### src/rtl/brm_pkg.sv
package brm_pkg;
  // Module-select codes; the decode order is fixed by the block's contract
  localparam logic [1:0] SRC_WIDE   = 2'd0;
  localparam logic [1:0] SRC_NARROW = 2'd1;
endpackage

### src/rtl/brm_zero_ext.sv
module brm_zero_ext #(
  parameter int IN_W  = 10,
  parameter int OUT_W = 32
) (
  input  logic [IN_W-1:0]  din,
  output logic [OUT_W-1:0] dout
);
  generate
    if (OUT_W > IN_W) begin : g_pad
      localparam int PAD_W = OUT_W - IN_W;
      assign dout = {{PAD_W{1'b0}}, din};
    end else if (OUT_W == IN_W) begin : g_same
      assign dout = din;
    end else begin : g_cut
      assign dout = din[OUT_W-1:0];
    end
  endgenerate
endmodule

### src/rtl/brm_src_sel.sv
module brm_src_sel #(
  parameter int WORD_W = 32,
  parameter int SEL_W  = 2
) (
  input  logic [SEL_W-1:0]  mod_sel,
  input  logic [WORD_W-1:0] wide_w,
  input  logic [WORD_W-1:0] narrow_w,
  output logic [WORD_W-1:0] word
);
  import brm_pkg::*;

  always_comb begin
    word = '0;
    if (mod_sel == SEL_W'(SRC_WIDE))        word = wide_w;
    else if (mod_sel == SEL_W'(SRC_NARROW)) word = narrow_w;
  end
endmodule

### src/rtl/brm_lane_mux.sv
module brm_lane_mux #(
  parameter int WORD_W = 32,
  parameter int LANE_W = 8,
  parameter int IDX_W  = 2
) (
  input  logic [WORD_W-1:0] word,
  input  logic [IDX_W-1:0]  idx,
  output logic [LANE_W-1:0] lane
);
  localparam int LANES = WORD_W / LANE_W;
  localparam int SLOTS = 1 << IDX_W;

  logic [LANE_W-1:0] lanes [SLOTS];

  generate
    for (genvar g = 0; g < SLOTS; g++) begin : g_lane
      if (g < LANES) begin : g_real
        assign lanes[g] = word[g*LANE_W +: LANE_W];
      end else begin : g_empty
        assign lanes[g] = '0;
      end
    end
  endgenerate

  assign lane = lanes[idx];
endmodule

### src/rtl/brm_out_reg.sv
module brm_out_reg #(
  parameter int W = 8
) (
  input  logic         clk,
  input  logic         rst,
  input  logic         load,
  input  logic [W-1:0] d,
  output logic [W-1:0] q
);
  always_ff @(posedge clk) begin
    if (rst)       q <= '0;
    else if (load) q <= d;
  end
endmodule

### src/rtl/byte_readout_mux.sv
module byte_readout_mux #(
  parameter int WIDE_W   = 32,
  parameter int NARROW_W = 10,
  parameter int BYTE_W   = 8,
  parameter int MSEL_W   = 2,
  parameter int BSEL_W   = $clog2(WIDE_W / BYTE_W)
) (
  input  logic                clk,
  input  logic                rst,
  input  logic                rd_en,
  input  logic [MSEL_W-1:0]   mod_sel,
  input  logic [BSEL_W-1:0]   byte_sel,
  input  logic [WIDE_W-1:0]   wide_word,
  input  logic [NARROW_W-1:0] narrow_word,
  output logic [BYTE_W-1:0]   byte_out
);
  logic [WIDE_W-1:0] narrow_ext;
  logic [WIDE_W-1:0] src_word;
  logic [BYTE_W-1:0] lane_byte;

  brm_zero_ext #(.IN_W(NARROW_W), .OUT_W(WIDE_W)) u_ext (
    .din (narrow_word),
    .dout(narrow_ext)
  );

  brm_src_sel #(.WORD_W(WIDE_W), .SEL_W(MSEL_W)) u_src (
    .mod_sel (mod_sel),
    .wide_w  (wide_word),
    .narrow_w(narrow_ext),
    .word    (src_word)
  );

  brm_lane_mux #(.WORD_W(WIDE_W), .LANE_W(BYTE_W), .IDX_W(BSEL_W)) u_lane (
    .word(src_word),
    .idx (byte_sel),
    .lane(lane_byte)
  );

  brm_out_reg #(.W(BYTE_W)) u_oreg (
    .clk (clk),
    .rst (rst),
    .load(rd_en),
    .d   (lane_byte),
    .q   (byte_out)
  );
endmodule

### config.mk
export PLATFORM = sky130hd
export DESIGN_NAME = byte_readout_mux
export DESIGN_NICKNAME = d
export VERILOG_FILES = /design/src/rtl/brm_pkg.sv /design/src/rtl/brm_zero_ext.sv /design/src/rtl/brm_src_sel.sv /design/src/rtl/brm_lane_mux.sv /design/src/rtl/brm_out_reg.sv /design/src/rtl/byte_readout_mux.sv
export SDC_FILE = /design/constraint.sdc
export NUM_CORES = 1
export LEC_CHECK = 0
export ABC_AREA = 1
export BUFFER_PORTS_ARGS = -buffer_cell sky130_fd_sc_hd__buf_4
export CAP_MARGIN = 20
export CORE_AREA = 2 2 55 57
export DETAILED_ROUTE_END_ITERATION = 10
export DIE_AREA = 0 0 57 59
export SYNTH_ARGS = -nofsm -noshare
export SYNTH_HDL_FRONTEND = slang
export SYNTH_SLANG_ARGS = --single-unit
### constraint.sdc
create_clock -name clk -period 1.6 [get_ports clk]
set_input_delay 0.08 -clock clk [delete_from_list [all_inputs] [get_ports clk]]
set_output_delay 0.08 -clock clk [all_outputs]
set_load 0.1 [all_outputs]
# --- Word level (Yosys, flattened, before mapping) ---
# Cells that the tools add are included.
word_totals:
  ff_bits: 8
  in_bits: 49
  output_inout_bits: 8
  word_cells: 10
classes:
  n_lt_le_gt_ge: 1
  eq_ne: 1
  muxes: 5
  bitwise_logic: 1
  reduce_logical: 1
op_table:
  columns: ["op", "count"]
  rows:
  - ["$mux W32", 1]
  - ["$bmux W8 S2", 1]
  - ["$mux W8", 2]
  - ["$mux W10", 1]
  - ["$ge A3 B3 Y1 const B", 1]
  - ["$not A2 Y3", 1]
  - ["$eq A2 B1 Y1 const B", 1]
  - ["$logic_not A2 Y1", 1]

# --- Longest topological paths before layout ---
# Gate-level depths: netlist of the first run.
depth:
  word_depth: 6
  depth_mapped: 6
  depth_no_buf: 6

# --- By module ---
# A second synthesis of the first run with hierarchy kept.
unflattened:
  hier_cells: 286
  hier_area_um2: 1460.2
modules_own_cells:
  columns: ["module", "instances", "cells_each", "area_each_um2", "seq_area_each_um2"]
  rows:
  - ["brm_src_sel", 1, 108, 479.2, 0.0]
  - ["brm_lane_mux", 1, 94, 395.4, 0.0]
  - ["brm_out_reg", 1, 51, 341.6, 160.2]
  - ["brm_zero_ext", 1, 33, 244.0, 0.0]

# --- Worst setup path before layout of the first run ---
# No wires, ideal clock.
synth_path:
  path_type: "reg-to-reg"
  startpoint: "register u_oreg.q[0] (netlist name)"
  endpoint: "register u_oreg.q[0]"
  setup_ns: 0.071
  arrival_ns: 1.245
  t_required_ns: 1.529
  path_slack_ns: 0.284
  stages_incl_launch_ff: 3
  n_path_buf: 0
  synth_period_minus_slack_ns: 1.316
  path_cell_list: "dfxtp_1 o21ai_0 a21oi_1"
synth_lines:
  columns: ["element", "line", "source"]
  rows:
  - ["end signal: assignment", "brm_out_reg.sv:11", "if (rst) q <= '0;"]
  - ["end signal: assignment", "brm_out_reg.sv:12", "else if (load) q <= d;"]
  - ["end: declaration", "brm_out_reg.sv:8", "output logic [W-1:0] q"]

# --- Worst setup path in the final report of the first run ---
layout_path:
  startpoint: "register u_oreg.q[7]"
  endpoint: "output port byte_out[7]"
layout_lines:
  columns: ["element", "line", "source"]
  rows:
  - ["end: declaration", "byte_readout_mux.sv:15", "output logic [BYTE_W-1:0] byte_out"]
# No word-level cell between the ends.

==> flow_metrics.py, run 1 <==
metrics = {
    "placement": {
        "portBuffers": 56,
        "hpwl_microns": 1940,
        "globalplace.congestion": 0.836,
        "post-place-cells": 202,
    },
    "critical_path": {
        "path_class": "reg -> out",
        "cp.required_ps": 1520,
        "start_kind": "flop",
        "arrival_ps": 900,
        "slowest_stage": "dfxtp_1",
        "path_cells": "buf_4",
        "cpPeakStageDelay_ps": 350,
        "path_delay_family": "flip-flops",
        "worst_r2r_path_depth": 2,
        "cp_max_fo": 2,
        "cp_num_cells": 1,
        "critical_path_buf_inv_count": 1,
        "end_kind": "output pin",
    },
    "drt": {
        "vias": 970,
        "final_antenna_net_count": 0,
        "drt_iter0_drc": 42,
        "vias_per_cell": 4.73,
        "drt-total-wl_microns": 2380,
        "routedWlPerCell_microns": 11.6,
        "drtPass1Iterations": 4,
        "drc_errors": 0,
    },
    "grt": {
        "antenna_found_initial": 0,
        "grt_pass1_wl_microns": 3970,
        "grt_usage_pct": 14.8,
        "grt_overflow_total": 0,
        "grt_max_degree": 24,
        "grt_pass1_vias": 919,
    },
    "sta": {
        "tns_ps": 0,
        "period_minus_slack_ps": 977,
        "finalMaxSlewViolations": 0,
        "final-hold-violation-count": 0,
        "skew_ps": 0,
        "fmax_mhz": 1020,
        "setup_viol": 0,
        "worstMarginPinSlew_ps": 360,
        "maxSlewHeadroom_pct": 76.0,
        "rsz0062_at_grt": "false",
        "period_share_pct": 61.0,
    },
    "synth": {
        "yosysUniqueCellTypes": 12,
        "yosysWarnings": 0,
        "syn_inst": 118,
        "synth_nets": 167,
        "synth_compound_area_share_pct": 22.8,
        "synth-seq-cells": 8,
        "synth_xor_xnor_area_share_pct": 0,
        "syn_area_per_cell_sq_um": 5.58,
        "yosysTopAreaCell": "nand2_1",
        "syn-cell-area_sq_um": 658,
        "synth.area.top_cells": "nand2_1 (25%), dfxtp_1 (24%), a21oi_1 (12%)",
        "seq_area_frac_synth_pct": 24.3,
        "post-synth-top-area-fraction_pct": 25.1,
        "synth.area.mux_share_pct": 0,
        "synth-adder-area-share_pct": 0,
        "synth_top_family_by_area": "simple AND/OR/NAND/NOR gates",
        "yosys.area_share.simple_pct": 46.2,
    },
    "finish": {
        "layoutNonFillerInstCount": 205,
        "drive_gt1_share_pct": 35.6,
        "top_register": "u_oreg.q",
        "largest_reg_flops": 8,
        "mostFrequentLayoutCell": "buf_4",
        "syn_to_final_growth_pct": 70.0,
        "reg.largest.list": "u_oreg.q (8)",
        "n_antenna_cell": 0,
        "final_cell_mix": "buf_4 (56), nand2_1 (44), a21oi_1 (16), nand3_1 (16), o21ai_0 (14)",
        "final_net_count": 225,
    },
    "pwr": {
        "power_leakage_nw": 0.569,
        "powerDensity_nw_per_um2": 609,
        "ir_drop_v": 0.000443,
    },
    "cts": {
        "path_clk_slew_ps": 50,
        "cts-root-buf": "clkbuf_4",
        "cts_resized": 0,
        "clockBufferDepth": 2,
        "clock-sinks": 8,
        "cts_tree": "built",
        "numCtsBuffers": 3,
        "htreeDepth": 1,
        "clk_latency_ps": 250,
        "post_cts_buffers": 0,
        "postCtsHoldBufs": 0,
    },
    "floorplan": {
        "core_area_sq_um": 2710,
        "die_h_microns": 59,
        "die-area_sq_um": 3360,
        "start_util_pct": 24.3,
        "rows": 19,
        "die_width_microns": 57,
        "io_pins": 57,
    },
    "flow_run": {
        "cap_violations": 0,
    },
    "run_status": {
        "outcome": "complete, no violations",
    },
    "hold_path": {
        "min_path_type": "in -> reg",
        "worstHoldPathCells": 3,
    },
}
==> synth_stat cells (all sizes together) <==
cell	instances
nand2	45
a21oi	16
nand3	16
o21ai	14
nor2	10
dfxtp	8
inv	5
buf	3
clkinv	1
==> worst min-delay path, delay by kind of cell <==
family / cells / cell delay, ps
AO/OA/AOI/OAI: 2 / 180
buffers and inverters: 1 / 120
==> power by group <==
part	switching (W)	total, W	internal, W
Sequential	0.00000757	0.000220	0.000212
Clock	0.0000684	0.000154	0.0000858
Combinational	0.000185	0.000307	0.000122
Total	0.000261	0.000681	0.000420
==> stage by stage <==
step                total power (W)  setup slack [ps]  util [%]  hold slack [ps]  area (sq um)
floorplan                  0.000397               284         -              259           658
global placement           0.000528               501      40.4              432          1100
detailed placement         0.000531               487      40.4              424          1100
CTS                        0.000682               622      41.3              179          1120
global route               0.000719               579      41.3              197          1120
finish                     0.000681               623      41.3              175          1120
==> cell families (layout without fill, tap and decap cells) <==
family          count (synthesis)  in the layout
simple gates                   71             71
buf+inv                         9             65
compound gates                 30             30
flops                           8              8
==> layer usage <==
layer / wire length (microns) / track usage, %
met1: 1030 / 19.1
met2: 1100 / 25.8
met3: 223 / 2.40
met4: 23 / 3.99
met5: 0 / 0
==> final timing paths <==
check | startpoint | to | slack, ps
min | rd_en | u_oreg.q[4]$_SDFFE_PP0P_ | 180
max | u_oreg.q[7]$_SDFFE_PP0P_ | byte_out[7] | 620
min reg2reg | u_oreg.q[3]$_SDFFE_PP0P_ | u_oreg.q[3]$_SDFFE_PP0P_ | 540
max reg2reg | u_oreg.q[0]$_SDFFE_PP0P_ | u_oreg.q[0]$_SDFFE_PP0P_ | 970
==> final cells by class <==
type,count,area [sq um]
Fill cell,312,1590
Multi-Input combinational cell,101,454
Timing Repair Buffer,56,420
Sequential cell,8,160
Tap cell,31,38.8
Clock buffer,3,22.5
Inverter,6,22.5
Note: power is estimated with default switching activity, not from simulation.
==> run 2, diff against run 1 <==
==> constraint.sdc (replaced) <==
create_clock -name clk -period 1 [get_ports clk]
set_input_delay 0.05 -clock clk [delete_from_list [all_inputs] [get_ports clk]]
set_output_delay 0.05 -clock clk [all_outputs]
set_load 0.1 [all_outputs]
==> run 2 against run 1 <==
Final area up 4.0%. Wire length up 0.67%. Clock-buffer cell count unchanged. Utilization up 1.7 points. Largest cell class is now buffers. Global-route usage down 0.27 points. Critical path depth unchanged. Clock skew unchanged. First-iteration DRC count down 57%. Largest power group unchanged. Clock power up 71%. Setup slack worse by 550 ps.
==> flow_metrics.py, run 2 (synthesis results as in run 1) <==
metrics = {
    "run_status": {
        "outcome": "complete, no violations",
    },
    "sta": {
        "tns_ps": 0,
        "maxSlewHeadroom_pct": 81.6,
        "period_share_pct": 92.4,
        "skew_ps": 0,
        "setup_viol": 0,
        "finalMaxSlewViolations": 0,
        "period_minus_slack_ps": 924,
        "worstMarginPinSlew_ps": 275,
        "fmax_mhz": 1080,
        "final-hold-violation-count": 0,
        "rsz0062_at_grt": "false",
    },
    "drt": {
        "drt-total-wl_microns": 2390,
        "drt_iter0_drc": 18,
        "final_antenna_net_count": 0,
        "routedWlPerCell_microns": 11.5,
        "drtPass1Iterations": 4,
        "vias": 974,
        "vias_per_cell": 4.68,
        "drc_errors": 0,
    },
    "critical_path": {
        "rr_startpoint": "u_oreg.q[2]$_SDFFE_PP0P_",
        "path_delay_family": "flip-flops",
        "critical_path_buf_inv_count": 1,
        "crit_start": "u_oreg.q[0]$_SDFFE_PP0P_",
        "cp_max_fo": 2,
        "cpPeakStageDelay_ps": 330,
        "start_kind": "flop",
        "path_class": "reg -> out",
        "cp.required_ps": 950,
        "slowest_stage": "dfxtp_2",
        "end_kind": "output pin",
        "arrival_ps": 870,
        "path_cells": "buf_4",
    },
    "placement": {
        "hpwl_microns": 1960,
        "globalplace.congestion": 0.778,
        "portBuffers": 56,
    },
    "finish": {
        "top_register": "u_oreg.q",
        "final_cell_mix": "buf_4 (58), nand2_1 (44), a21oi_1 (16), nand3_1 (16), o21ai_0 (14)",
        "final_net_count": 228,
        "drive_gt1_share_pct": 41.2,
        "reg.largest.list": "u_oreg.q (8)",
        "syn_to_final_growth_pct": 76.8,
        "finish.utilization_pct": 42.9,
        "largest_reg_flops": 8,
        "n_antenna_cell": 0,
        "mostFrequentLayoutCell": "buf_4",
    },
    "cts": {
        "cts_resized": 0,
        "clock-sinks": 8,
        "cts-root-buf": "clkbuf_4",
        "htreeDepth": 1,
        "path_clk_slew_ps": 60,
        "postCtsHoldBufs": 0,
        "numCtsBuffers": 3,
        "post_cts_buffers": 0,
        "clockBufferDepth": 2,
        "cts_tree": "built",
        "clk_latency_ps": 260,
    },
    "grt": {
        "grt_pass1_vias": 937,
        "antenna_found_initial": 0,
        "grt_pass1_wl_microns": 3950,
        "grt_usage_pct": 14.6,
        "grt_overflow_total": 0,
        "grt_max_degree": 17,
    },
    "flow_run": {
        "cap_violations": 0,
    },
    "pwr": {
        "power_leakage_nw": 0.590,
        "ir_drop_v": 0.000741,
        "powerDensity_nw_per_um2": 964,
    },
    "floorplan": {
        "core_area_sq_um": 2710,
        "io_pins": 57,
        "rows": 19,
        "die-area_sq_um": 3360,
        "die_h_microns": 59,
        "start_util_pct": 24.3,
        "die_width_microns": 57,
    },
    "hold_path": {
        "hp-start": "rst",
        "min_path_type": "in -> reg",
    },
}
-- run 2: power breakdown --
part           switching (W)  leakage, nW  internal, W
logic               0.000298        0.508     0.000208
registers          0.0000106       0.0689     0.000343
clock network       0.000124       0.0138     0.000138
-- run 2: final timing paths --
check	to	slack, ps	cells after the start
hold / removal	u_oreg.q[3]$_SDFFE_PP0P_	130	4
hold reg to reg	u_oreg.q[3]$_SDFFE_PP0P_	530	2
setup / recovery	byte_out[0]	80	1
setup reg to reg	u_oreg.q[2]$_SDFFE_PP0P_	320	2
-- run 2: per-layer routing --
| metal | routed length, microns | GRT usage (%) |
|---|---|---|
| met1 | 967 | 18.6 |
| met2 | 1220 | 25.8 |
| met3 | 210 | 3.28 |
| met4 | 0 | 1.99 |
| met5 | 0 | 0 |
-- run 2: layout make-up --
type                            count  area (sq um)
Inverter                            6          22.5
Fill cell                         315          1550
Clock buffer                        3          22.5
Tap cell                           31          38.8
Multi-Input combinational cell    101           454
Sequential cell                     8           170
Timing Repair Buffer               59           455
-- run 2: per-stage QoR --
step,total power (W),cells,hold WS (ps),setup slack (ps),area [sq um]
after CTS,0.00113,208,134,75.3,1160
after global routing,0.00120,208,168,40.5,1160
after floorplan,0.000641,118,229,19.2,668
after global placement,0.000865,205,408,36.6,1140
after detailed placement,0.000868,205,407,12.7,1140
final,0.00112,208,135,76.0,1160
